## config.mk

```make
export PLATFORM = sky130hd
export DESIGN_NAME = twentyone_round
export DESIGN_NICKNAME = d
export VERILOG_FILES = /design/src/rtl/tw_round_pkg.sv /design/src/rtl/hand_acc.sv /design/src/rtl/score_ctr.sv /design/src/rtl/round_fsm.sv /design/src/rtl/twentyone_round.sv
export SDC_FILE = /design/constraint.sdc
export NUM_CORES = 1
export LEC_CHECK = 0
export ABC_AREA = 1
export BUFFER_PORTS_ARGS = -buffer_cell sky130_fd_sc_hd__buf_2
export CAP_MARGIN = 15
export CORE_ASPECT_RATIO = 0.8
export CORE_MARGIN = 2
export CORE_UTILIZATION = 57
export DETAILED_ROUTE_END_ITERATION = 10
export GPL_TIMING_DRIVEN = 0
export MAX_ROUTING_LAYER = met4
export PLACE_DENSITY = 0.81
export SLEW_MARGIN = 20
export SYNTH_ARGS = -nofsm -noshare
export SYNTH_HDL_FRONTEND = slang
export SYNTH_HIERARCHICAL = 1
export SYNTH_SLANG_ARGS = --single-unit
```

## constraint.sdc

```tcl
create_clock -name clk -period 1.6 [get_ports clk]
set_input_delay 0.16 -clock clk [delete_from_list [all_inputs] [get_ports clk]]
set_output_delay 0.16 -clock clk [all_outputs]
set_load 0.005 [all_outputs]
```

## src/rtl/tw_round_pkg.sv

```systemverilog
package tw_round_pkg;

  // Downstream logic decodes these codes; the values are fixed.
  typedef enum logic [2:0] {
    ST_IDLE   = 3'd0,
    ST_PCARD1 = 3'd1,
    ST_PCARD2 = 3'd2,
    ST_DCARD  = 3'd3,
    ST_PHIT   = 3'd4,
    ST_DRAW   = 3'd5,
    ST_WON    = 3'd6,
    ST_LOST   = 3'd7
  } round_st_t;

  localparam int SIDE_PLAYER = 0;
  localparam int SIDE_DEALER = 1;
  localparam int N_SIDES     = 2;

endpackage

```

## src/rtl/hand_acc.sv

```systemverilog
module hand_acc #(
  parameter int CARD_W = 4,
  parameter int TOT_W  = 8,
  parameter int BJ_VAL = 21
) (
  input  logic              clk,
  input  logic              rst_n,
  input  logic              clr_i,
  input  logic              add_i,
  input  logic [CARD_W-1:0] card_i,
  output logic [TOT_W-1:0]  total_o,
  output logic              bj_o,
  output logic              bust_o
);

  localparam logic [TOT_W-1:0] BJ_V = TOT_W'(BJ_VAL);

  logic [TOT_W-1:0] total_q, total_d;
  logic             total_en;

  always_comb begin
    total_en = clr_i | add_i;
    total_d  = clr_i ? '0 : total_q + {{(TOT_W-CARD_W){1'b0}}, card_i};
  end

  always_ff @(posedge clk or negedge rst_n) begin
    if (!rst_n)        total_q <= '0;
    else if (total_en) total_q <= total_d;
  end

  assign total_o = total_q;
  assign bj_o    = (total_q == BJ_V);
  assign bust_o  = (total_q >  BJ_V);

  p_hold_r4: assert property (@(posedge clk) disable iff (!rst_n)
    (!add_i && !clr_i) |=> $stable(total_q));

  p_clear_r8: assert property (@(posedge clk) disable iff (!rst_n)
    clr_i |=> (total_q == '0));

  p_flags_excl_r5: assert property (@(posedge clk) disable iff (!rst_n)
    !(bj_o && bust_o));

endmodule

```

## src/rtl/score_ctr.sv

```systemverilog
module score_ctr #(
  parameter int SCORE_W = 8
) (
  input  logic               clk,
  input  logic               rst_n,
  input  logic               clr_i,
  input  logic               inc_i,
  output logic [SCORE_W-1:0] score_o
);

  localparam logic [SCORE_W-1:0] SCORE_MAX = '1;
  localparam logic [SCORE_W-1:0] ONE       = SCORE_W'(1);

  logic [SCORE_W-1:0] cnt_q, cnt_d;
  logic               cnt_en;

  always_comb begin
    cnt_en = clr_i | (inc_i && (cnt_q != SCORE_MAX));
    cnt_d  = clr_i ? '0 : cnt_q + ONE;
  end

  always_ff @(posedge clk or negedge rst_n) begin
    if (!rst_n)      cnt_q <= '0;
    else if (cnt_en) cnt_q <= cnt_d;
  end

  assign score_o = cnt_q;

  p_sat_r10: assert property (@(posedge clk) disable iff (!rst_n)
    (cnt_q == SCORE_MAX && !clr_i) |=> (cnt_q == SCORE_MAX));

  p_step_r10: assert property (@(posedge clk) disable iff (!rst_n)
    (inc_i && !clr_i && cnt_q != SCORE_MAX) |=> (cnt_q == $past(cnt_q) + ONE));

endmodule

```

## src/rtl/round_fsm.sv

```systemverilog
module round_fsm
  import tw_round_pkg::*;
#(
  parameter int TOT_W     = 8,
  parameter int STAND_VAL = 17
) (
  input  logic             clk,
  input  logic             rst_n,
  input  logic             hit_i,
  input  logic             pass_i,
  input  logic             clear_i,
  input  logic [TOT_W-1:0] p_tot_i,
  input  logic [TOT_W-1:0] d_tot_i,
  input  logic             p_bj_i,
  input  logic             p_bust_i,
  input  logic             d_bust_i,
  output round_st_t        state_o,
  output logic             p_add_o,
  output logic             d_add_o,
  output logic             hands_clr_o,
  output logic             scores_clr_o,
  output logic             p_inc_o,
  output logic             d_inc_o
);

  localparam logic [TOT_W-1:0] STAND_V = TOT_W'(STAND_VAL);

  round_st_t st_q, st_d;
  logic      settled_q, settled_d;

  always_comb begin
    st_d         = st_q;
    settled_d    = settled_q;
    p_add_o      = 1'b0;
    d_add_o      = 1'b0;
    scores_clr_o = 1'b0;
    unique case (st_q)
      ST_IDLE:   if (hit_i) st_d = ST_PCARD1;
      ST_PCARD1: begin p_add_o = 1'b1; st_d = ST_PCARD2; end
      ST_PCARD2: begin p_add_o = 1'b1; st_d = ST_DCARD;  end
      ST_DCARD: begin
        if (!settled_q) begin
          d_add_o   = 1'b1;
          settled_d = 1'b1;
        end
        else if (p_bj_i)   st_d = ST_WON;
        else if (p_bust_i) st_d = ST_LOST;
        else if (hit_i)    st_d = ST_PHIT;
        else if (pass_i)   st_d = ST_DRAW;
        else if (clear_i) begin
          st_d         = ST_IDLE;
          scores_clr_o = 1'b1;
        end
      end
      ST_PHIT: begin
        if (!settled_q) begin
          p_add_o   = 1'b1;
          settled_d = 1'b1;
        end
        else if (p_bj_i)   st_d = ST_WON;
        else if (p_bust_i) st_d = ST_LOST;
        else if (hit_i)    settled_d = 1'b0;
        else if (pass_i)   st_d = ST_DRAW;
        else if (clear_i) begin
          st_d         = ST_IDLE;
          scores_clr_o = 1'b1;
        end
      end
      ST_DRAW: begin
        if (d_bust_i) st_d = ST_WON;
        else if (clear_i) begin
          st_d         = ST_IDLE;
          scores_clr_o = 1'b1;
        end
        else if (d_tot_i < STAND_V) d_add_o = 1'b1;
        else if (p_tot_i > d_tot_i) st_d = ST_WON;
        else                        st_d = ST_LOST;
      end
      ST_WON, ST_LOST: if (hit_i) st_d = ST_IDLE;
    endcase
    if (st_d != st_q) settled_d = 1'b0;
  end

  always_comb begin
    hands_clr_o = (st_d == ST_IDLE) && (st_q != ST_IDLE);
    p_inc_o     = (st_d == ST_WON)  && (st_q != ST_WON);
    d_inc_o     = (st_d == ST_LOST) && (st_q != ST_LOST);
  end

  always_ff @(posedge clk or negedge rst_n) begin
    if (!rst_n) begin
      st_q      <= ST_IDLE;
      settled_q <= 1'b0;
    end
    else begin
      st_q      <= st_d;
      settled_q <= settled_d;
    end
  end

  assign state_o = st_q;

  p_deal_order_r2: assert property (@(posedge clk) disable iff (!rst_n)
    (st_q == ST_PCARD1) |=> (st_q == ST_PCARD2));

  p_deal_dealer_r2: assert property (@(posedge clk) disable iff (!rst_n)
    (st_q == ST_PCARD2) |=> (st_q == ST_DCARD && d_add_o));

  p_bust_lose_r6: assert property (@(posedge clk) disable iff (!rst_n)
    (st_q == ST_PHIT && settled_q && p_bust_i) |=> (st_q == ST_LOST));

  p_new_round_r8: assert property (@(posedge clk) disable iff (!rst_n)
    ((st_q == ST_WON || st_q == ST_LOST) && hit_i) |=> (st_q == ST_IDLE));

  p_stand_r7: assert property (@(posedge clk) disable iff (!rst_n)
    (st_q == ST_DRAW && !d_bust_i && !clear_i && d_tot_i >= STAND_V)
      |=> (st_q == ST_WON || st_q == ST_LOST));

endmodule

```

## src/rtl/twentyone_round.sv

```systemverilog
module twentyone_round
  import tw_round_pkg::*;
#(
  parameter int CARD_W    = 4,
  parameter int TOT_W     = 8,
  parameter int SCORE_W   = 8,
  parameter int BJ_VAL    = 21,
  parameter int STAND_VAL = 17
) (
  input  logic               clk,
  input  logic               rst_n,
  input  logic               hit_i,
  input  logic               pass_i,
  input  logic               clear_i,
  input  logic [CARD_W-1:0]  card_i,
  output logic [2:0]         state_o,
  output logic [TOT_W-1:0]   player_total_o,
  output logic [TOT_W-1:0]   dealer_total_o,
  output logic [SCORE_W-1:0] player_score_o,
  output logic [SCORE_W-1:0] dealer_score_o,
  output logic               player_win_o,
  output logic               player_lose_o,
  output logic               player_bj_o,
  output logic               player_bust_o,
  output logic               dealer_bj_o,
  output logic               dealer_bust_o
);

  // Reset: asserts at once, releases through two flops.
  logic [1:0] rst_sync_q;
  logic       rst_int_n;

  always_ff @(posedge clk or negedge rst_n) begin
    if (!rst_n) rst_sync_q <= 2'b00;
    else        rst_sync_q <= {rst_sync_q[0], 1'b1};
  end
  assign rst_int_n = rst_sync_q[1];

  round_st_t                          st;
  logic [N_SIDES-1:0]                 add_v, inc_v, bj_v, bust_v;
  logic [N_SIDES-1:0][TOT_W-1:0]      tot_v;
  logic [N_SIDES-1:0][SCORE_W-1:0]    score_v;
  logic                               hands_clr, scores_clr;

  round_fsm #(
    .TOT_W     (TOT_W),
    .STAND_VAL (STAND_VAL)
  ) i_fsm (
    .clk          (clk),
    .rst_n        (rst_int_n),
    .hit_i        (hit_i),
    .pass_i       (pass_i),
    .clear_i      (clear_i),
    .p_tot_i      (tot_v[SIDE_PLAYER]),
    .d_tot_i      (tot_v[SIDE_DEALER]),
    .p_bj_i       (bj_v[SIDE_PLAYER]),
    .p_bust_i     (bust_v[SIDE_PLAYER]),
    .d_bust_i     (bust_v[SIDE_DEALER]),
    .state_o      (st),
    .p_add_o      (add_v[SIDE_PLAYER]),
    .d_add_o      (add_v[SIDE_DEALER]),
    .hands_clr_o  (hands_clr),
    .scores_clr_o (scores_clr),
    .p_inc_o      (inc_v[SIDE_PLAYER]),
    .d_inc_o      (inc_v[SIDE_DEALER])
  );

  for (genvar g = 0; g < N_SIDES; g++) begin : g_side
    hand_acc #(
      .CARD_W (CARD_W),
      .TOT_W  (TOT_W),
      .BJ_VAL (BJ_VAL)
    ) i_hand (
      .clk     (clk),
      .rst_n   (rst_int_n),
      .clr_i   (hands_clr),
      .add_i   (add_v[g]),
      .card_i  (card_i),
      .total_o (tot_v[g]),
      .bj_o    (bj_v[g]),
      .bust_o  (bust_v[g])
    );

    score_ctr #(
      .SCORE_W (SCORE_W)
    ) i_score (
      .clk     (clk),
      .rst_n   (rst_int_n),
      .clr_i   (scores_clr),
      .inc_i   (inc_v[g]),
      .score_o (score_v[g])
    );
  end

  assign state_o        = st;
  assign player_total_o = tot_v[SIDE_PLAYER];
  assign dealer_total_o = tot_v[SIDE_DEALER];
  assign player_score_o = score_v[SIDE_PLAYER];
  assign dealer_score_o = score_v[SIDE_DEALER];
  assign player_win_o   = (st == ST_WON);
  assign player_lose_o  = (st == ST_LOST);
  assign player_bj_o    = bj_v[SIDE_PLAYER];
  assign player_bust_o  = bust_v[SIDE_PLAYER];
  assign dealer_bj_o    = bj_v[SIDE_DEALER];
  assign dealer_bust_o  = bust_v[SIDE_DEALER];

  p_one_side_add_r11: assert property (@(posedge clk) disable iff (!rst_int_n)
    !(add_v[SIDE_PLAYER] && add_v[SIDE_DEALER]));

  p_win_lose_excl_r3: assert property (@(posedge clk) disable iff (!rst_int_n)
    !(player_win_o && player_lose_o));

endmodule

```

* Word level (Yosys, flattened, before mapping)
Cells that the tools add are included.
** Storage, ports and cells
- Flip-flop bits (word level) :: 38
- Output and inout bits :: 41
- Logic and storage cells :: 88
** Cells by class
- Add/subtract/negate cells :: 4
- Magnitude comparators :: 4
- Equality and inequality tests :: 16
- Multiplexer cells :: 41
- Bitwise operators :: 4
- Reductions and logical operators :: 12
** Operators with widths (count)
- 2-to-1 mux 3 bit :: 15
- 2-to-1 mux 8 bit :: 4
- one-hot mux 3 bit (7 select lines) :: 1
- == test 3 bit, second input constant :: 6
- 2-to-1 mux 1 bit :: 17
- adder 8 x 1 -> 8 bit, second input constant :: 2
- adder 8 x 4 -> 8 bit :: 2
- == test 8 x 5 -> 1 bit, second input constant :: 2
- greater-than comparator 8 x 5 -> 1 bit, second input constant :: 2
- inequality test 8 bit, second input constant :: 2
- greater-than comparator 8 bit :: 1
- < comparator 8 x 5 -> 1 bit, second input constant :: 1
- one-hot mux 1 bit (2 select lines) :: 4
- == test 3 x 2 -> 1 bit, second input constant :: 2
- logical NOT 3 bit :: 2
- inequality test 3 bit, second input constant :: 2
- nonzero test 3 bit :: 2
- OR reduction 2 bit :: 3
- logical AND 1 bit :: 5
- OR 1 bit :: 4
- == test 3 x 1 -> 1 bit, second input constant :: 1
- inequality test 3 bit :: 1

* Longest topological paths before layout
- Depth in word-level cells :: 11
- Gate-level depth with buffers :: 20
- Gate-level depth less buffers :: 20

* By module
Netlist, hierarchy kept.
** Modules (own cells, without submodules)
- hand_acc :: times used 2, cells each 76, area an instance 568.0 um^2, seq. area each 200.2 um^2
- round_fsm :: times used 1, cells each 141, area an instance 835.8 um^2, seq. area each 100.1 um^2
- score_ctr (g_side[0].i_score) :: times used 1, cells each 72, area an instance 504.2 um^2, seq. area each 200.2 um^2
- score_ctr (g_side[1].i_score) :: times used 1, cells each 71, area an instance 494.2 um^2, seq. area each 200.2 um^2
- twentyone_round :: times used 1, cells each 7, area an instance 68.8 um^2, seq. area each 50.0 um^2

* Least setup slack after synthesis
Ideal clock, no wire load.
- Path kind :: reg-to-reg
- Start point :: register g_side[1].i_hand.total_q[1]
- End point :: register g_side[0].i_score.cnt_q[6]
- Setup time :: 0.118 ns
- Data arrival time :: 2.196 ns
- Setup slack :: -0.714 ns
- Cell stages (with the launch flop) :: 11
- Buffers on the path :: 0
- Cells stage by stage :: dfrtp_1 -> o21ai_0 -> nand2_1 -> nand3_1 -> nand2_1 -> o31ai_1 -> inv_1 -> nand2_4 -> clkinv_4 -> nand2_1 -> nand2_1
** Between the ends
- Elaborated cells between the ends (all ways) :: 15
- Classes of those cells :: order compare: 3; eq/ne: 1; mux: 8; bitwise: 1; reduce/logical: 2
** RTL lines
- start: declaration :: line hand_acc.sv:18 : logic [TOT_W-1:0] total_q, total_d;
- start signal: assignment :: line hand_acc.sv:28 : else if (total_en) total_q <= total_d;
- greater-than comparator 8 x 5 -> 1 bit * :: line hand_acc.sv:33 : assign bust_o = (total_q > BJ_V);
- via dealer_bust_o :: line twentyone_round.sv:26 : output logic dealer_bust_o
- 2-to-1 mux 1 bit * :: line round_fsm.sv:70 : if (d_bust_i) st_d = ST_WON;
- one-hot mux 1 bit (2 select lines) * :: line round_fsm.sv:37 : unique case (st_q)
- via scores_clr :: line twentyone_round.sv:43 : logic hands_clr, scores_clr;
- 2-to-1 mux 8 bit / OR 1 bit (equally long branches) :: line score_ctr.sv:19, score_ctr.sv:18
- end signal: assignment :: line score_ctr.sv:24 : else if (cnt_en) cnt_q <= cnt_d;
- end: declaration :: line score_ctr.sv:14 : logic [SCORE_W-1:0] cnt_q, cnt_d;
Mark *: on every way through the listed nets, which the timed path passes. The rest lies on a longest branch.
A chain may end at the register's enable or synchronous reset.

* Worst setup path after layout
- Start point :: register g_side[0].i_hand.total_q[1]
- End point :: register g_side[0].i_score.cnt_q[1]
** Between the ends
- Elaborated cells between the ends (all ways) :: 23
- Classes of those cells :: order compare: 2; eq/ne: 2; mux: 16; bitwise: 1; reduce/logical: 2
** RTL lines
- start: declaration :: line hand_acc.sv:18
- start signal: assignment :: line hand_acc.sv:28
- greater-than comparator 8 x 5 -> 1 bit :: line hand_acc.sv:33
- 2-to-1 mux 3 bit (on tied branches) :: line round_fsm.sv:61, round_fsm.sv:47
- 2-to-1 mux 3 bit (on tied branches) :: line round_fsm.sv:60, round_fsm.sv:46
- 2-to-1 mux 3 bit (on tied branches) :: line round_fsm.sv:56, round_fsm.sv:42
- one-hot mux 3 bit (7 select lines) * :: line round_fsm.sv:37
- via i_fsm.st_d[2] :: line round_fsm.sv:28 : round_st_t st_q, st_d;
- == test 3 bit * :: line round_fsm.sv:86 : p_inc_o = (st_d == ST_WON) && (st_q != ST_WON);
- logical AND 1 bit * :: line round_fsm.sv:86
- via inc_v[0] :: line twentyone_round.sv:40 : logic [N_SIDES-1:0] add_v, inc_v, bj_v, bust_v;
- logical AND 1 bit * :: line score_ctr.sv:18 : cnt_en = clr_i | (inc_i && (cnt_q != SCORE_MAX));
- OR 1 bit * :: line score_ctr.sv:18
Marks and branches as above.

==> flow_summary_export.csv <==
group,metric,value,unit
logic_synthesis,yosys.area.top_type_share,0.313,
critical_path,critical_path_arrival,2.65,ns
finish,final_net_count,569,
floorplanning,die_height,69.3,µm
critical_path,required,1.84,ns
sta,timing.fmax,0.415,GHz
grt,gr-total-overflow,0,
pwr,design_power_total,0.00947,W
route,num_vias,3579,
clocking,tritoncts,"done",
sta,tns,-23.71,ns
finish,syn_to_final_growth,37.7,%
route,dr_wl_met2,4770,µm
route,wl_met3,839,µm
floorplanning,die-area,5940,µm²
sta,grt_setup_unrepaired,"yes",
sta,finalCriticalPeriod,2.41,ns
pwr,powerDensity,2260,nW/µm²
logic_synthesis,synthesis.area_per_instance,6.86,µm²
sta,holdWs,0.141,ns
finish,num_antenna_cells,0,
critical_path,critical_path.endpoint_type,"flip-flop",
grt,initial_antenna_violation_count,0,
clocking,h-tree-depth,2,
grt,grt_pass1_wl,14400,µm
logic_synthesis,synth_fp_nets,472,
sta,layout_setup_ws,-0.811,ns
critical_path,cell_type_group_with_the_largest_total_delay_on_the_critical_path,"simple AND/OR/NAND/NOR gates",
flow_run,max_cap_viols,0,
run_status,violations,"setup timing",
place,port-buffer-count,49,
run_status,outcome,"finished, violations left",
grt,grt.total_usage,0.306,
logic_synthesis,ys_seq_elements,38,
sta,final_worst_path_period_share,1.51,
route,total_wirelength_of_the_detailed_routed_design,10200,µm
route,drtPass1Iterations,5,
sta,timing_hold_violations_final,0,
critical_path,cp_slowest_stage_delay,0.44,ns
logic_synthesis,synth_area,3040,µm²
critical_path,critical_path_class,"flip-flop to flip-flop",
logic_synthesis,ys_top_cells_by_area,"sky130_fd_sc_hd__dfrtp_1, sky130_fd_sc_hd__nand2_1, sky130_fd_sc_hd__ha_1, sky130_fd_sc_hd__inv_1, sky130_fd_sc_hd__nor2_1",
critical_path,critical_path.n_buffers_inverters,3,
finish,post_layout_nonfiller_instances,603,
logic_synthesis,yosysTopAreaCell,"sky130_fd_sc_hd__dfrtp_1",
critical_path,cp_max_fo,4,
sta,slew_headroom,0.614,
clocking,cts_made_buffers,5,
clocking,root_buffer,"sky130_fd_sc_hd__clkbuf_8",
logic_synthesis,synth_async_sr_flop_share,1.00,
route,route.layer.met1.wl,4090,µm
critical_path,timing.critical_path.slowest_stage_cell,"sky130_fd_sc_hd__dfrtp_2",
sta,final_max_slew_viol_count,0,
route,ant_nets,0,
floorplanning,pin_count,50,
min_path,hold_path.class,"flip-flop to asynchronous set/reset pin",
floorplanning,fp-row-count,23,
route,drcViolationCount,0,
floorplanning,die-width,85.6,µm
critical_path,path_cells,"inv_2, nand4_1, buf_4, nor4_4, inv_2, nand4_1, nand3b_4, o21ai_4, nand3_2, nor2_4, a21boi_4, nand3_1, nand2_2",
critical_path,critical_path.startpoint_type,"flip-flop",
route,highest_layer,"met4",
logic_synthesis,synthCells,443,
floorplanning,core_area,5060,µm²
pwr,p_leak,2.18,nW
route,drt-wirelength-per-cell,16.9,µm
clocking,cts_sinks,38,
clocking,clkSlewWorstSetupHoldPaths,0.09,ns
logic_synthesis,synth_sequential_area_ratio,0.313,
sta,clock-skew-final,0.00710,ns
place,dp_worst_setup_slack,-0.787,ns
place,place.detailed.instances,555,
logic_synthesis,synth_cell_types,38,
sta,max_slew.worst_pin.slew,0.579,ns
place,gp_congestion,0.868,
clocking,clock_latency,0.30,ns
route,drt_iter0_drc,422,
place,dpl.hpwl,5730,µm
finish,layout.filler_cells,300,
logic_synthesis,yosys_most_used_dff,"sky130_fd_sc_hd__dfrtp_1",
logic_synthesis,synth_warnings,6,
grt,grt_start_max_net_pins,28,
finish,post_route_cells_drive_above_1_share,0.392,
floorplanning,initial_utilization,0.600,
sta,setup_viol,38,
grt,first_global_vias,3113,
logic_synthesis,synth_edf_count,0,
route,detail_route.vias_per_cell,5.94,
pwr,ir_worst_vdd,0.00155,V
clocking,cts-root-to-sink-buffers,2,
==> cell usage in the layout, fill, tap and decap left out, types with 4 or more instances in the layout <==
cell                       netlist  routed
sky130_fd_sc_hd__a21oi_1        18      13
sky130_fd_sc_hd__a21oi_2         1       6
sky130_fd_sc_hd__a22o_1          4       4
sky130_fd_sc_hd__buf_2           0      49
sky130_fd_sc_hd__buf_4           1      31
sky130_fd_sc_hd__buf_6           0       8
sky130_fd_sc_hd__clkbuf_8        0       6
sky130_fd_sc_hd__dfrtp_1        38      25
sky130_fd_sc_hd__dfrtp_2         0      13
sky130_fd_sc_hd__ha_1           18      18
sky130_fd_sc_hd__inv_1          57      49
sky130_fd_sc_hd__inv_2           7      13
sky130_fd_sc_hd__nand2_1       128     111
sky130_fd_sc_hd__nand2_2         8      21
sky130_fd_sc_hd__nand2_4         5       9
sky130_fd_sc_hd__nand3_1        32      24
sky130_fd_sc_hd__nand3_2         3      11
sky130_fd_sc_hd__nand4_1        11      11
sky130_fd_sc_hd__nor2_1         52      38
sky130_fd_sc_hd__nor2_2          5       9
sky130_fd_sc_hd__nor2_4          3      13
sky130_fd_sc_hd__nor3_1          7       7
sky130_fd_sc_hd__o21ai_0        12       8
sky130_fd_sc_hd__o21ai_1         6       4
sky130_fd_sc_hd__o21ai_2         1       6
sky130_fd_sc_hd__xor2_1          4       4
==> layer usage <==
| metal | GRT usage | up-vias |
|---|---|---|
| met3 | 0.0464 | 55 |
| met1 | 0.413 | 1664 |
| li1 | - | 1616 |
| met4 | 0.0864 | 0 |
| met5 | - | - |
| met2 | 0.480 | 244 |
==> state kept, by name (all words and copies together), names as in the netlist <==
| signal | cells |
|---|---|
| rst_sync_q | 2 |
| g_side.i_score/score_o | 16 |
| g_side.i_hand/total_o | 16 |
| i_fsm/settled_q | 1 |
| i_fsm/state_o | 3 |
==> cell usage after synthesis (2+ instances only) <==
| cell type | count |
|---|---|
| sky130_fd_sc_hd__clkinv_1 | 2 |
| sky130_fd_sc_hd__nor4_1 | 2 |
| sky130_fd_sc_hd__xor2_1 | 4 |
| sky130_fd_sc_hd__inv_1 | 57 |
| sky130_fd_sc_hd__fa_1 | 2 |
| sky130_fd_sc_hd__o21ai_1 | 6 |
| sky130_fd_sc_hd__nor2_1 | 52 |
| sky130_fd_sc_hd__nand4_1 | 11 |
| sky130_fd_sc_hd__nand2_4 | 5 |
| sky130_fd_sc_hd__a22o_1 | 4 |
| sky130_fd_sc_hd__nand3b_1 | 2 |
| sky130_fd_sc_hd__inv_2 | 7 |
| sky130_fd_sc_hd__nand3_2 | 3 |
| sky130_fd_sc_hd__o21bai_1 | 2 |
| sky130_fd_sc_hd__nand3_1 | 32 |
| sky130_fd_sc_hd__dfrtp_1 | 38 |
| sky130_fd_sc_hd__nand2_1 | 128 |
| sky130_fd_sc_hd__nor3_1 | 7 |
| sky130_fd_sc_hd__nor2_4 | 3 |
| sky130_fd_sc_hd__nand2_2 | 8 |
| sky130_fd_sc_hd__a21oi_1 | 18 |
| sky130_fd_sc_hd__ha_1 | 18 |
| sky130_fd_sc_hd__nor2_2 | 5 |
| sky130_fd_sc_hd__o21ai_0 | 12 |
| sky130_fd_sc_hd__clkinv_4 | 2 |
==> logic make-up (layout without fill, tap and decap cells) <==
family	Yosys count	in the layout	share of synthesized area
other	1	1	0.00123
buffers and inverters	70	168	0.0914
and+or+nand+nor	263	263	0.407
adders and majority gates	20	20	0.0873
DFF	38	38	0.313
xor gates and xnor gates	4	4	0.0115
AOI/OAI and AO/OA	47	47	0.0889
==> repair_timing <==
| item | 4_1_cts | 5_1_grt |
|---|---|---|
| setup buffers | 35 | 7 |
| pin swaps | 28 | 12 |
| resized for setup | 39 | 40 |
| endpoints found under the setup margin | 38 | 39 |
| hold buffers | 1 | 0 |
| hold endpoints to repair | 2 | 0 |
==> worst paths after layout <==
check / slack (ns) / cells after the start / start / end
worst max-delay path: -0.81 / 13 / g_side[0].i_hand/total_o[1] / g_side[0].i_score/score_o[1]
worst min-delay path: 0.14 / 0 / rst_sync_q[1] / g_side[1].i_score/score_o[1]
worst max register to register: -0.81 / 13 / g_side[0].i_hand/total_o[1] / g_side[0].i_score/score_o[1]
worst min register to register: 0.14 / 0 / rst_sync_q[1] / g_side[1].i_score/score_o[1]
max in group asynchronous: 1.01 / 1 / rst_sync_q[1] / i_fsm/state_o[1]
min in group clk: 0.23 / 3 / card_i[0] / g_side[0].i_hand/total_o[0]
==> area by class of cell <==
class                      count  area [µm²]  share of cell area
buffer                         1        7.51             0.00179
clock buffer                   6        82.6              0.0197
clock inverter                 2        60.1              0.0143
inverter                      69         278              0.0664
multi-input combinational    335        2100               0.502
sequential                    38         967               0.231
tap                           62        77.6              0.0185
timing repair buffer          90         611               0.146
==> power breakdown <==
| part | internal, W | switching (W) | leakage (nW) |
|---|---|---|---|
| clock network | 0.000666 | 0.000385 | 0.0714 |
| registers | 0.00134 | 0.000570 | 0.473 |
| logic | 0.00264 | 0.00387 | 1.64 |
==> through the flow <==
| step | util | area [µm²] |
|---|---|---|
| final | 0.826 | 4190 |
| after CTS | 0.790 | 4000 |
| after floorplan | - | 3150 |
| after global placement | 0.685 | 3470 |
| after global routing | 0.826 | 4190 |
| after detailed placement | 0.689 | 3490 |
(Power assumes the default switching activity.)
